$ cat config.mk
export PLATFORM = sky130hd
export DESIGN_NAME = tlb_inval_ctrl
export DESIGN_NICKNAME = d
export VERILOG_FILES = /design/src/rtl/tlbinv_pkg.sv /design/src/rtl/tlbinv_ctrl.sv /design/src/rtl/tlbinv_dp.sv /design/src/rtl/tlb_inval_ctrl.sv
export SDC_FILE = /design/constraint.sdc
export NUM_CORES = 1
export LEC_CHECK = 0
export ABC_CLOCK_PERIOD_IN_PS = 2100
export BUFFER_PORTS_ARGS = -buffer_cell sky130_fd_sc_hd__buf_2
export CORE_MARGIN = 4
export CORE_UTILIZATION = 50
export DETAILED_ROUTE_END_ITERATION = 10
export GPL_ROUTABILITY_DRIVEN = 1
export GPL_TIMING_DRIVEN = 0
export PLACE_DENSITY = 0.73
export SKIP_LAST_GASP = 1
export SLEW_MARGIN = 0
export SYNTH_ARGS = -nofsm -noshare
export SYNTH_HDL_FRONTEND = slang
export SYNTH_HIERARCHICAL = 1
export SYNTH_SLANG_ARGS = --single-unit
$ cat constraint.sdc
create_clock -name clk -period 2.1 [get_ports clk]
set_input_delay 0.315 -clock clk [delete_from_list [all_inputs] [get_ports clk]]
set_output_delay 0.315 -clock clk [all_outputs]
set_load 0.03 [all_outputs]
$ cat src/rtl/tlbinv_pkg.sv
package tlbinv_pkg;
  typedef struct packed {
    logic applyInv;
    logic invAll;
    logic tlbSel;
  } inv_strobe_t;
endpackage

$ cat src/rtl/tlbinv_ctrl.sv
module tlbinv_ctrl
  import tlbinv_pkg::*;
#(
  parameter int EA_W        = 64,
  parameter int INV_ALL_BIT = 2
) (
  input  logic            clk,
  input  logic            rstN,
  input  logic            reqValid,
  input  logic [EA_W-1:0] reqEa,
  input  logic            reqTlbSel,
  input  logic            broadcastEn,
  input  logic            bcastReady,
  output logic            reqReady,
  output logic            busy,
  output logic            bcastValid,
  output logic [EA_W-1:0] bcastEa,
  output logic            bcastTlbSel,
  output inv_strobe_t     stb
);
  logic accept;

  assign accept   = reqValid && !bcastValid;
  assign reqReady = !bcastValid;
  assign busy     = bcastValid;

  always_comb begin
    stb.applyInv = accept;
    stb.invAll   = reqEa[INV_ALL_BIT];
    stb.tlbSel   = reqTlbSel;
  end

  always_ff @(posedge clk or negedge rstN) begin
    if (!rstN) begin
      bcastValid  <= 1'b0;
      bcastEa     <= '0;
      bcastTlbSel <= 1'b0;
    end else if (accept && broadcastEn) begin
      bcastValid  <= 1'b1;
      bcastEa     <= reqEa;
      bcastTlbSel <= reqTlbSel;
    end else if (bcastValid && bcastReady) begin
      bcastValid  <= 1'b0;
    end
  end
endmodule

$ cat src/rtl/tlbinv_dp.sv
module tlbinv_dp
  import tlbinv_pkg::*;
#(
  parameter int EPN_W   = 20,
  parameter int T0_SETS = 4,
  parameter int T0_WAYS = 2,
  parameter int T1_N    = 4,
  parameter int L1_N    = 4,
  localparam int SET_W  = $clog2(T0_SETS),
  localparam int WAY_W  = $clog2(T0_WAYS),
  localparam int T0_N   = T0_SETS * T0_WAYS,
  localparam int IDX0_W = $clog2(T0_N),
  localparam int IDX1_W = $clog2(T1_N),
  localparam int SRC_W  = (IDX0_W > IDX1_W) ? IDX0_W : IDX1_W,
  localparam int SLOT_W = (WAY_W > IDX1_W) ? WAY_W : IDX1_W,
  localparam int L1_W   = $clog2(L1_N)
) (
  input  logic             clk,
  input  logic             rstN,
  input  inv_strobe_t      stb,
  input  logic [EPN_W-1:0] reqEpn,
  input  logic             wrEn,
  input  logic             wrTlbSel,
  input  logic [SLOT_W-1:0] wrSlot,
  input  logic [EPN_W-1:0] wrEpn,
  input  logic             wrProtect,
  input  logic             fillEn,
  input  logic [L1_W-1:0]  fillSlot,
  input  logic             fillTlbSel,
  input  logic [SRC_W-1:0] fillSrc,
  output logic [T0_N-1:0]  tlb0Valid,
  output logic [T1_N-1:0]  tlb1Valid,
  output logic [L1_N-1:0]  l1Valid
);
  logic [EPN_W-1:0] t0Epn [T0_N];
  logic [EPN_W-1:0] t1Epn [T1_N];
  logic [T1_N-1:0]  t1Prot;
  logic [SRC_W-1:0] l1Src [L1_N];
  logic [L1_N-1:0]  l1Sel;

  logic [T0_N-1:0] t0Hit, t0Clr, t0Wr;
  logic [T1_N-1:0] t1Hit, t1Clr, t1Wr;
  logic [L1_N-1:0] l1Kill;
  logic [IDX0_W-1:0] t0WrIdx;
  logic [SET_W-1:0]  reqSet;
  logic              srcOk;

  assign reqSet  = reqEpn[SET_W-1:0];
  assign t0WrIdx = {wrEpn[SET_W-1:0], wrSlot[WAY_W-1:0]};

  // match and clear masks for both second-level arrays
  always_comb begin
    for (int i = 0; i < T0_N; i++) begin
      t0Hit[i] = tlb0Valid[i] && (SET_W'(i / T0_WAYS) == reqSet) && (t0Epn[i] == reqEpn);
      t0Clr[i] = stb.applyInv && !stb.tlbSel && (stb.invAll || t0Hit[i]);
      t0Wr[i]  = wrEn && !wrTlbSel && (t0WrIdx == IDX0_W'(i));
    end
    for (int i = 0; i < T1_N; i++) begin
      t1Hit[i] = tlb1Valid[i] && (t1Epn[i] == reqEpn);
      t1Clr[i] = stb.applyInv && stb.tlbSel && (stb.invAll || t1Hit[i]) && !t1Prot[i];
      t1Wr[i]  = wrEn && wrTlbSel && (wrSlot == SLOT_W'(i));
    end
  end

  // shadow back-pointer tracking
  always_comb begin
    srcOk = 1'b0;
    for (int k = 0; k < T0_N; k++)
      if (!fillTlbSel && fillSrc == SRC_W'(k)) srcOk = tlb0Valid[k];
    for (int k = 0; k < T1_N; k++)
      if (fillTlbSel && fillSrc == SRC_W'(k)) srcOk = tlb1Valid[k];
    for (int j = 0; j < L1_N; j++) begin
      l1Kill[j] = 1'b0;
      for (int k = 0; k < T0_N; k++)
        if (!l1Sel[j] && l1Src[j] == SRC_W'(k) && (t0Clr[k] || t0Wr[k])) l1Kill[j] = 1'b1;
      for (int k = 0; k < T1_N; k++)
        if (l1Sel[j] && l1Src[j] == SRC_W'(k) && (t1Clr[k] || t1Wr[k])) l1Kill[j] = 1'b1;
    end
  end

  always_ff @(posedge clk or negedge rstN) begin
    if (!rstN) begin
      tlb0Valid <= '0;
      tlb1Valid <= '0;
      t1Prot    <= '0;
      l1Valid   <= '0;
      l1Sel     <= '0;
      for (int i = 0; i < T0_N; i++) t0Epn[i] <= '0;
      for (int i = 0; i < T1_N; i++) t1Epn[i] <= '0;
      for (int j = 0; j < L1_N; j++) l1Src[j] <= '0;
    end else begin
      for (int i = 0; i < T0_N; i++) begin
        if (t0Wr[i]) t0Epn[i] <= wrEpn;
        tlb0Valid[i] <= (tlb0Valid[i] || t0Wr[i]) && !t0Clr[i];
      end
      for (int i = 0; i < T1_N; i++) begin
        if (t1Wr[i]) begin
          t1Epn[i]  <= wrEpn;
          t1Prot[i] <= wrProtect;
        end
        tlb1Valid[i] <= (tlb1Valid[i] || t1Wr[i]) && !t1Clr[i];
      end
      for (int j = 0; j < L1_N; j++) begin
        if (fillEn && srcOk && fillSlot == L1_W'(j)) begin
          l1Valid[j] <= 1'b1;
          l1Sel[j]   <= fillTlbSel;
          l1Src[j]   <= fillSrc;
        end else if (l1Kill[j]) begin
          l1Valid[j] <= 1'b0;
        end
      end
    end
  end
endmodule

$ cat src/rtl/tlb_inval_ctrl.sv
module tlb_inval_ctrl
  import tlbinv_pkg::*;
#(
  parameter int EA_W    = 64,
  parameter int EPN_W   = 20,
  parameter int T0_SETS = 4,
  parameter int T0_WAYS = 2,
  parameter int T1_N    = 4,
  parameter int L1_N    = 4,
  localparam int PAGE_LSB    = 12,
  localparam int INV_ALL_BIT = EA_W - 1 - 61,
  localparam int WAY_W  = $clog2(T0_WAYS),
  localparam int T0_N   = T0_SETS * T0_WAYS,
  localparam int IDX0_W = $clog2(T0_N),
  localparam int IDX1_W = $clog2(T1_N),
  localparam int SRC_W  = (IDX0_W > IDX1_W) ? IDX0_W : IDX1_W,
  localparam int SLOT_W = (WAY_W > IDX1_W) ? WAY_W : IDX1_W,
  localparam int L1_W   = $clog2(L1_N)
) (
  input  logic              clk,
  input  logic              rstN,
  input  logic              reqValid,
  output logic              reqReady,
  input  logic [EA_W-1:0]   reqEa,
  input  logic              reqTlbSel,
  input  logic              broadcastEn,
  output logic              bcastValid,
  input  logic              bcastReady,
  output logic [EA_W-1:0]   bcastEa,
  output logic              bcastTlbSel,
  output logic              busy,
  input  logic              wrEn,
  input  logic              wrTlbSel,
  input  logic [SLOT_W-1:0] wrSlot,
  input  logic [EPN_W-1:0]  wrEpn,
  input  logic              wrProtect,
  input  logic              fillEn,
  input  logic [L1_W-1:0]   fillSlot,
  input  logic              fillTlbSel,
  input  logic [SRC_W-1:0]  fillSrc,
  output logic [T0_N-1:0]   tlb0Valid,
  output logic [T1_N-1:0]   tlb1Valid,
  output logic [L1_N-1:0]   l1Valid
);
  inv_strobe_t stb;

  tlbinv_ctrl #(.EA_W(EA_W), .INV_ALL_BIT(INV_ALL_BIT)) u_ctrl (
    .clk(clk), .rstN(rstN), .reqValid(reqValid), .reqEa(reqEa),
    .reqTlbSel(reqTlbSel), .broadcastEn(broadcastEn), .bcastReady(bcastReady),
    .reqReady(reqReady), .busy(busy), .bcastValid(bcastValid),
    .bcastEa(bcastEa), .bcastTlbSel(bcastTlbSel), .stb(stb)
  );

  tlbinv_dp #(.EPN_W(EPN_W), .T0_SETS(T0_SETS), .T0_WAYS(T0_WAYS),
              .T1_N(T1_N), .L1_N(L1_N)) u_dp (
    .clk(clk), .rstN(rstN), .stb(stb), .reqEpn(reqEa[PAGE_LSB +: EPN_W]),
    .wrEn(wrEn), .wrTlbSel(wrTlbSel), .wrSlot(wrSlot), .wrEpn(wrEpn),
    .wrProtect(wrProtect), .fillEn(fillEn), .fillSlot(fillSlot),
    .fillTlbSel(fillTlbSel), .fillSrc(fillSrc), .tlb0Valid(tlb0Valid),
    .tlb1Valid(tlb1Valid), .l1Valid(l1Valid)
  );
endmodule

==> results.txt, run 1 <==
On the worst path, the slowest cell contributes a delay of 0.58 ns. The setup total negative slack is -2.16 ns. The buffer levels on the longest clock path came out at 3.

The number of warnings printed during yosys synthesis came out at 6. The final design utilization is 60.6%. The required time reported for the critical path endpoint came out at 2.49 ns. The die is 190 um tall. The total of endpoints with negative setup slack in the final report is 13. The pin count of the biggest net entering global routing came out at 125. The number of pins with negative max-slew slack in the final report came out at 0.

The most common cell type on the critical path is o211ai_2. The number of synthesized flops with an enable pin came out at 0. For this run, asynchronously set or reset flops after synthesis account for 100%.

The most critical setup path has its startpoint at u_dp/t0Epn[22]$_DFFE_PN0P_. The via count of the first global-routing pass came out at 12400. The starting density of the core is 50.9%. The static leakage power came out at 0.00901 uW.

The layout cell share with drive strength beyond 1 is a little over a third. The post-synthesis net count is 1510. The final net count came out at 1747. The clock latency on the worst-skew pair came out at 0.51 ns. The checks that failed: negative setup slack. Along the worst path, the maximum fanout reaches 3. The worst setup path is launched from a register. The DRC violation total after the first TritonRoute iteration is 1090.

The number of storage elements in the synthesis netlist is 342. After clock tree synthesis, the clock-pin slew on the worst setup and hold paths is 0.06 ns. The number of antenna violations at the first check in global routing came out at 0.

The ratio of final minimum period to clock period came out at 120%. The number of nets with antenna violations after detailed routing came out at 0. The number of vias per cell after detailed routing is 5.72. Data arrives at the worst endpoint at 2.90 ns. The worst setup path is of the register to register kind. In this run the worst hold path is classified as input pin to register. The placeable core region is approximately 33000 sq um. The synthesized netlist contains 72 unique library cells. The global-route total usage across every layer came out at around a quarter. The number of cells produced by synthesis came out at 1408.

The antenna diode instance count came out at 0. The number of buffer cells added on primary ports came out at 183. The number of sinks handled by clock tree synthesis came out at 342. CTS placed an instance of clkbuf_16 at the clock tree root. The worst path in the final design needs a cycle of between 2 and 3 ns, including I/O delays and setup. The H-tree level count is 2.

The routability-driven placement congestion ratio is a little over 0.9. The cell area after synthesis is 16600 sq um. The worst-case vdd ir drop is 534 uV. The CTS tree is built.

The average wire per cell in the routed design is 22.9 um. Dividing the synthesized area by the synthesized cell count gives about 12 sq um. The top cell types in the final layout, fill and taps aside, are dfrtp_1 (337), mux2_2 (203), nand2_1 (193), buf_2 (190), xor2_1 (117).

In this run the count of I/O pins placed on the die edge is 186. The worst register-to-register path ends at u_dp/l1Valid[3]$_DFFE_PN0P_. The worst pin sits at a relative slew slack of 28.8%. The count of TritonRoute iterations in the first routing pass came out at 5. Walking the worst path, the cells encountered are xor2_1, nor4_2, nand4_1, or4_4, nor4b_4, o32a_1, o211ai_2, o211ai_2. The remaining routing DRC violations is 0.

Among all flip-flop cells after synthesis, the most frequent one is dfrtp_1. The max capacitance violation total came out at 0. Dividing total power by cell area gives a power density of roughly 1100 nW/um^2. The count of standard-cell rows is 66.

Setup repair after global routing could not meet its margin everywhere. On the critical path, the stage with the largest delay is an instance of or4_4. The routed layout has 12100 vias. The total clock buffers created by CTS is 37. The detailed-placement wirelength estimate is 33000 um. The layout overhead on the synthesized area came out at 18.9%. The worst-margin pin slew came out at 1.07 ns. The floorplan step defined a die boundary enclosing 36200 sq um. The reg-to-reg setup timing slack is -0.41 ns.

The total count of hold-check failures in the final report is 0. For the final database, setup skew stands at 0.0117 ns. The global-route wire length before repair came out at 74000 um.

In this run the critical register-to-register path is launched from u_dp/t0Epn[22]$_DFFE_PN0P_. After synthesis, flip-flops and latches occupy 51.5% of the total area. The sum of routed wire length over all layers is 48400 um.

The number of cell instances on the worst register-to-register path came out at 8. Leaving out fill and tap cells, the most frequent cell in the layout is dfrtp_1. The highest clock rate came out at 0.398 GHz.

The run finished, with violations left. The most critical setup path has its endpoint at u_dp/l1Valid[3]$_DFFE_PN0P_. The worst setup path is captured at a register.

From left edge to right edge, the die measures 190 um. The worst setup margin came out at -0.412 ns. The aggregate global routing overflow is 0.
==> layout make-up <==
type	count	area (sq um)
Buffer	92	509
Clock buffer	55	1100
Clock inverter	8	75.1
Fill cell	2534	12900
Inverter	18	67.6
Multi-Input combinational cell	956	7750
Sequential cell	342	8560
Tap cell	442	553
Timing Repair Buffer	198	1140
==> synthesized netlist by cell type (3+ instances only) <==
cell type  count  area, sq um
nor2_1        37          139
o41ai_1        3         26.3
dfrtp_1      342         8560
o21a_1         4         30.0
nand4_1       33          206
nand2b_1       8         50.1
nand3_1       18         90.1
nor2b_1        5         31.3
o21ai_0       16         80.1
nor3_1        15         75.1
inv_1         18         67.6
buf_6          8         90.1
xor2_1       117         1020
buf_2         15         75.1
buf_1          4         15.0
buf_4         11         82.6
o22ai_1        5         31.3
or2_2          7         43.8
a41oi_1        3         26.3
nand2_1      197          739
o2111ai_1      4         35.0
xnor2_1      112          981
clkbuf_1      54          203
mux2_2       209         2350
mux2_4        39          586
and2_1         7         43.8
nor4_1        36          225
a21oi_1       19         95.1
==> what timing repair did <==
item / CTS / global route
resized for setup: 13 / 27
hold endpoints to repair: 59 / 0
pin swaps: 6 / 16
hold buffers: 3 / 0
cloned: 0 / 0
buffers inserted: 4 / 5
setup endpoints to repair: 27 / 27
==> critical path, delay by kind of cell (launching register included) <==
| kind | cells | cell delay [ns] |
|---|---|---|
| compound gates | 3 | 0.47 |
| simple gates | 4 | 1.39 |
| flops | 1 | 0.38 |
| xor+xnor | 1 | 0.16 |
==> registers in the layout, summed over array words and instances, names as in the netlist <==
name and count:
u_dp/t0Epn 160, u_dp/t1Epn 80, u_ctrl/bcastEa 64, u_dp/l1Src 12, u_dp/tlb0Valid 8, u_dp/l1Sel 4
u_dp/l1Valid 4, u_dp/t1Prot 4, u_dp/tlb1Valid 4, u_ctrl/bcastTlbSel 1, u_ctrl/bcastValid 1
==> worst min-delay path by stage <==
stage	startpoint	to	cells past startpoint
6_report	reqEa[49]	u_ctrl/bcastEa[49]$_DFFE_PN0P_	2
5_1_grt	reqEa[57]	u_ctrl/bcastEa[57]$_DFFE_PN0P_	2
4_1_cts	reqEa[9]	u_ctrl/bcastEa[9]$_DFFE_PN0P_	2
3_5_place_dp	rstN	u_dp/l1Src[2]$_DFFE_PN0P_	1
3_3_place_gp	u_dp/t0Epn[80]$_DFFE_PN0P_	u_dp/t0Epn[80]$_DFFE_PN0P_	1
2_1_floorplan	rstN	u_ctrl/bcastEa[0]$_DFFE_PN0P_	0
==> cells by family (layout without fill, tap and decap cells) <==
| group | Yosys count | in the layout | synth area share [%] |
|---|---|---|---|
| buffers and inverters | 110 | 371 | 3.21 |
| AND/OR/NAND/NOR | 385 | 385 | 11.2 |
| multiplexers | 252 | 252 | 18.1 |
| AO/OA/AOI/OAI | 90 | 90 | 3.90 |
| XOR/XNOR | 229 | 229 | 12.1 |
| flip-flops | 342 | 342 | 51.5 |
==> stage by stage <==
step	total power [uW]	setup WS [ns]	hold WS [ns]	cells	instance area (sq um)
after global placement	14400	-6.43	0.452	2033	18200
after CTS	21000	-0.391	0.0200	2106	19600
after floorplan	13000	-0.0182	0.0194	1408	16700
after detailed placement	14600	-1.18	0.276	2036	18300
final	21100	-0.412	0.0377	2111	19800
after global routing	22100	-0.470	0.0218	2111	19800
==> power breakdown <==
part	internal [uW]	switching [uW]	leakage [uW]	total [uW]
combinational	2540	3020	0.00427	5560
sequential	8090	1130	0.00416	9220
clock	3730	2550	0.000575	6280
total	14400	6690	0.00901	21100
==> layer usage <==
metal	vias to the layer above	track usage, %	wire, um
li1	5306	-	-
met1	6058	35.5	19400
met2	578	44.6	23200
met3	130	3.90	3820
met4	0	9.42	1980
met5	-	0	0
(Power assumes the default switching activity.)
==> inputs of run 2 (changes only) <==
--- a/config.mk
+++ b/config.mk
@@ -5,14 +5,14 @@
 export SDC_FILE = /design/constraint.sdc
 export NUM_CORES = 1
 export LEC_CHECK = 0
-export ABC_CLOCK_PERIOD_IN_PS = 2100
+export ABC_CLOCK_PERIOD_IN_PS = 2900
 export BUFFER_PORTS_ARGS = -buffer_cell sky130_fd_sc_hd__buf_2
 export CORE_MARGIN = 4
 export CORE_UTILIZATION = 50
 export DETAILED_ROUTE_END_ITERATION = 10
 export GPL_ROUTABILITY_DRIVEN = 1
 export GPL_TIMING_DRIVEN = 0
-export PLACE_DENSITY = 0.73
+export PLACE_DENSITY = 0.7
 export SKIP_LAST_GASP = 1
 export SLEW_MARGIN = 0
 export SYNTH_ARGS = -nofsm -noshare
==> constraint.sdc (replaced) <==
create_clock -name clk -period 2.9 [get_ports clk]
set_input_delay 0.435 -clock clk [delete_from_list [all_inputs] [get_ports clk]]
set_output_delay 0.435 -clock clk [all_outputs]
set_load 0.03 [all_outputs]
==> results.txt, run 2 (same netlist as run 1, synthesis figures left out) <==
The run finished with clean final reports. The DRC violation total after the first TritonRoute iteration is 1055 (-3.2%). The CTS tree is built. The layout cell share with drive strength beyond 1 is 32.5% (-2.6 points).

The number of pins with negative max-slew slack in the final report was 0 (unchanged). The average wire per cell in the routed design is 22.8 um (-0.77%). The count of TritonRoute iterations in the first routing pass was 5 (unchanged). The clock latency on the worst-skew pair is 0.53 ns (+0.02 ns). The worst-case vdd ir drop is 387 uV (-28%).

The worst setup path is of the input pin to register kind. The final critical-path required period came out at 2.87 ns. The required time reported for the critical path endpoint is 3.28 ns (+0.79 ns).

The sum of routed wire length over all layers came out at 47800 um (-1.2%). The aggregate global routing overflow came out at 0 (unchanged). The most critical setup path has its startpoint at reqEa[30]. The largest individual stage delay along the critical path comes from the cell buf_2. The floorplan die area came out at 36200 sq um (unchanged). The total of endpoints with negative setup slack in the final report came to 0 (-13). The most common cell type on the critical path is buf_2.

The number of vias per cell after detailed routing is 5.66 (-0.98%). The static leakage power is 0.00881 uW (-2.2%). The global-route total usage across every layer is 26.2% (-0.28 points). The max capacitance violation total is 0 (unchanged). The class of the most critical hold timing path is input pin to register. The worst setup path is launched from an input pin.

Walking the worst path, the cells encountered are buf_2, buf_2, xnor2_1, nand4_1, nor4_1, a41oi_1, o31ai_4, a31oi_1, a221oi_1, o41ai_1. The final total power came to 15000 uW (-29%). The antenna diode instance count is 0 (unchanged). The number of non-filler instances in the completed layout came out at 2102 (-0.43%). The power share of the sequential group is 44.3% (+0.5 points). The placeable core region is 32600 sq um (unchanged). The remaining routing DRC violations was 0 (unchanged).

The number of sinks handled by clock tree synthesis came out at 342 (unchanged). The switching power summed over all nets is 4770 uW (-29%). The routability-driven placement congestion ratio is 0.889 (-4.1%). The most frequent standard cell in the layout excluding fill and tap cells is dfrtp_1. The power per cell area is 777 nW/um^2 (-27%). The top-level I/O count came out at 186 (unchanged). The number of buffer cells added on primary ports is 183 (unchanged). The number of nets with antenna violations after detailed routing came to 0 (unchanged).

The worst-margin pin slew is 1.15 ns (+0.0788 ns). The total internal power is 10300 uW (-29%). The global-route wire length before repair is 72500 um (-2.0%).

The setup total negative slack was 0 ns (+2.16 ns). The buffer levels on the longest clock path is 3 (unchanged). The highest clock rate came out at roughly 0.35 GHz.

The largest registers in the layout are u_dp/t0Epn x160, u_dp/t1Epn x80, u_ctrl/bcastEa x64. The number of placed instances with taps included was 2036 (unchanged). The height of the die is 190 um (unchanged). The switching share of power is 31.7% (-0.046 points). Setup repair after global routing could not meet its margin everywhere.

The total number of vias is 11900 (-1.4%). The final net count came out at 1736 (-0.63%). The hold path startpoint is bcastReady. The area of all placed cells without fillers was 19400 sq um (-2.1%). The fraction of power consumed by combinational cells is 25.9% (-0.5 points). The post-placement cell area is 18200 sq um (-0.43%).

The total clock buffers created by CTS came out at 37 (unchanged). The number of antenna violations at the first check in global routing came out at 0 (unchanged). The H-tree level count came out at 2 (unchanged). The library cell used as clock root buffer is clkbuf_16.

The critical path data arrival time came out at 3.25 ns (+0.35 ns). The pin count of the biggest net entering global routing came to 126 (+0.80%). The ratio of final minimum period to clock period came out at roughly 99%. The via count of the first global-routing pass is 12000 (-3.3%).

The portion of total power attributed to the clock network came out at 29.8% (about the same). The total count of hold-check failures in the final report was 0 (unchanged). The count of standard-cell rows is 66 (unchanged). The clock-pin slew on the worst setup and hold paths came out at 0.06 ns (about the same). The final worst clock skew is 0.0144 ns (+0.00269 ns). The starting density of the core was 50.9% (unchanged). The maximum fanout along the worst path is 10 (+7). The chip width came to 190 um (unchanged).

The library cells used most frequently in the layout, excluding fill and tap cells, are dfrtp_1 (342), mux2_2 (209), buf_2 (197), nand2_1 (197), xor2_1 (117). The headroom to the max-slew limit came out at 23.6% (-5.3 points). More flip-flops sit in one register than any other, and that register is u_dp/t0Epn. The layout overhead on the synthesized area came out at 16.5%. The worst setup path is captured at a register. The highest cell delay on the worst timing path came out at 0.47 ns (-0.11 ns). The detailed-placement wirelength estimate is 32600 um (-1.4%). In this run the critical register-to-register path is launched from u_dp/t1Epn[42]$_DFFE_PN0P_. The flip-flop count of the largest register after layout came out at 160 (unchanged).
[run 2: cell types whose count changed in the layout (fill, tap and decap cells not counted), sizes merged]
cell | before | now
dlygate4sd3 | 2 | 1
bufinv | 1 | 0
clkbuf | 110 | 113
inv | 20 | 19
buf | 233 | 224
[run 2: timing repair]
action                                  4_1_cts  5_1_grt
hold buffers                                  1        0
endpoints found under the hold margin        16        0
endpoints found under the setup margin        3        3
gates resized for setup                       1        2
buffers inserted                              0        0
[run 2: path summary, 6_finish.rpt]
check	to	depth (start not counted)	slack, ns
setup / recovery	u_dp/l1Valid[2]$_DFFE_PN0P_	10	0.03
min in group asynchronous	u_dp/l1Valid[0]$_DFFE_PN0P_	2	0.34
hold reg to reg	u_dp/t0Epn[80]$_DFFE_PN0P_	1	0.47
hold / removal	u_ctrl/bcastValid$_DFFE_PN0P_	2	0.15
max in group asynchronous	u_dp/t1Epn[24]$_DFFE_PN0P_	4	1.32
setup reg to reg	u_dp/l1Valid[2]$_DFFE_PN0P_	8	0.10
[run 2: cell type report]
type                       count  area, sq um
buffer                        92          465
multi-input combinational    956         7540
inverter                      18         67.6
tap                          442          553
clock inverter                 6         36.3
timing repair buffer         187         1020
sequential                   342         8560
clock buffer                  59         1110
fill                        2687        13300
[run 2: stage by stage]
| stage | utilization, % | hold slack, ns | setup slack [ns] |
|---|---|---|---|
| 4_1_cts | 59.3 | 0.128 | 0.00968 |
| 5_1_grt | 59.3 | 0.137 | -0.0461 |
| 3_3_place_gp | 55.4 | 0.450 | -5.25 |
| 2_1_floorplan | - | 0.139 | 0.595 |
| 3_5_place_dp | 55.7 | 0.274 | -0.571 |
| 6_report | 59.3 | 0.147 | 0.0332 |
[run 2: power by group through the flow]
| stage | combinational [uW] | clock (uW) | sequential, uW |
|---|---|---|---|
| 2_1_floorplan | 2300 | 0 | 7050 |
| 3_3_place_gp | 3750 | 0 | 6650 |
| 3_5_place_dp | 3850 | 0 | 6710 |
| 4_1_cts | 3880 | 4560 | 6630 |
| 5_1_grt | 4200 | 4780 | 6780 |
| 6_report | 3890 | 4480 | 6650 |
[run 2: routing by layer]
layer  GRT usage [%]  wire length (um)
met4            11.1              2100
met2            42.8             22700
met3            4.61              3500
met5               0                 0
met1            34.9             19600
[run 2: worst max-delay path, delay by kind of cell]
family | cells | cell delay (ns)
AOI/OAI and AO/OA | 5 | 1.38
and+or+nand+nor | 2 | 0.58
xor gates and xnor gates | 1 | 0.19
buffers and inverters | 2 | 0.64
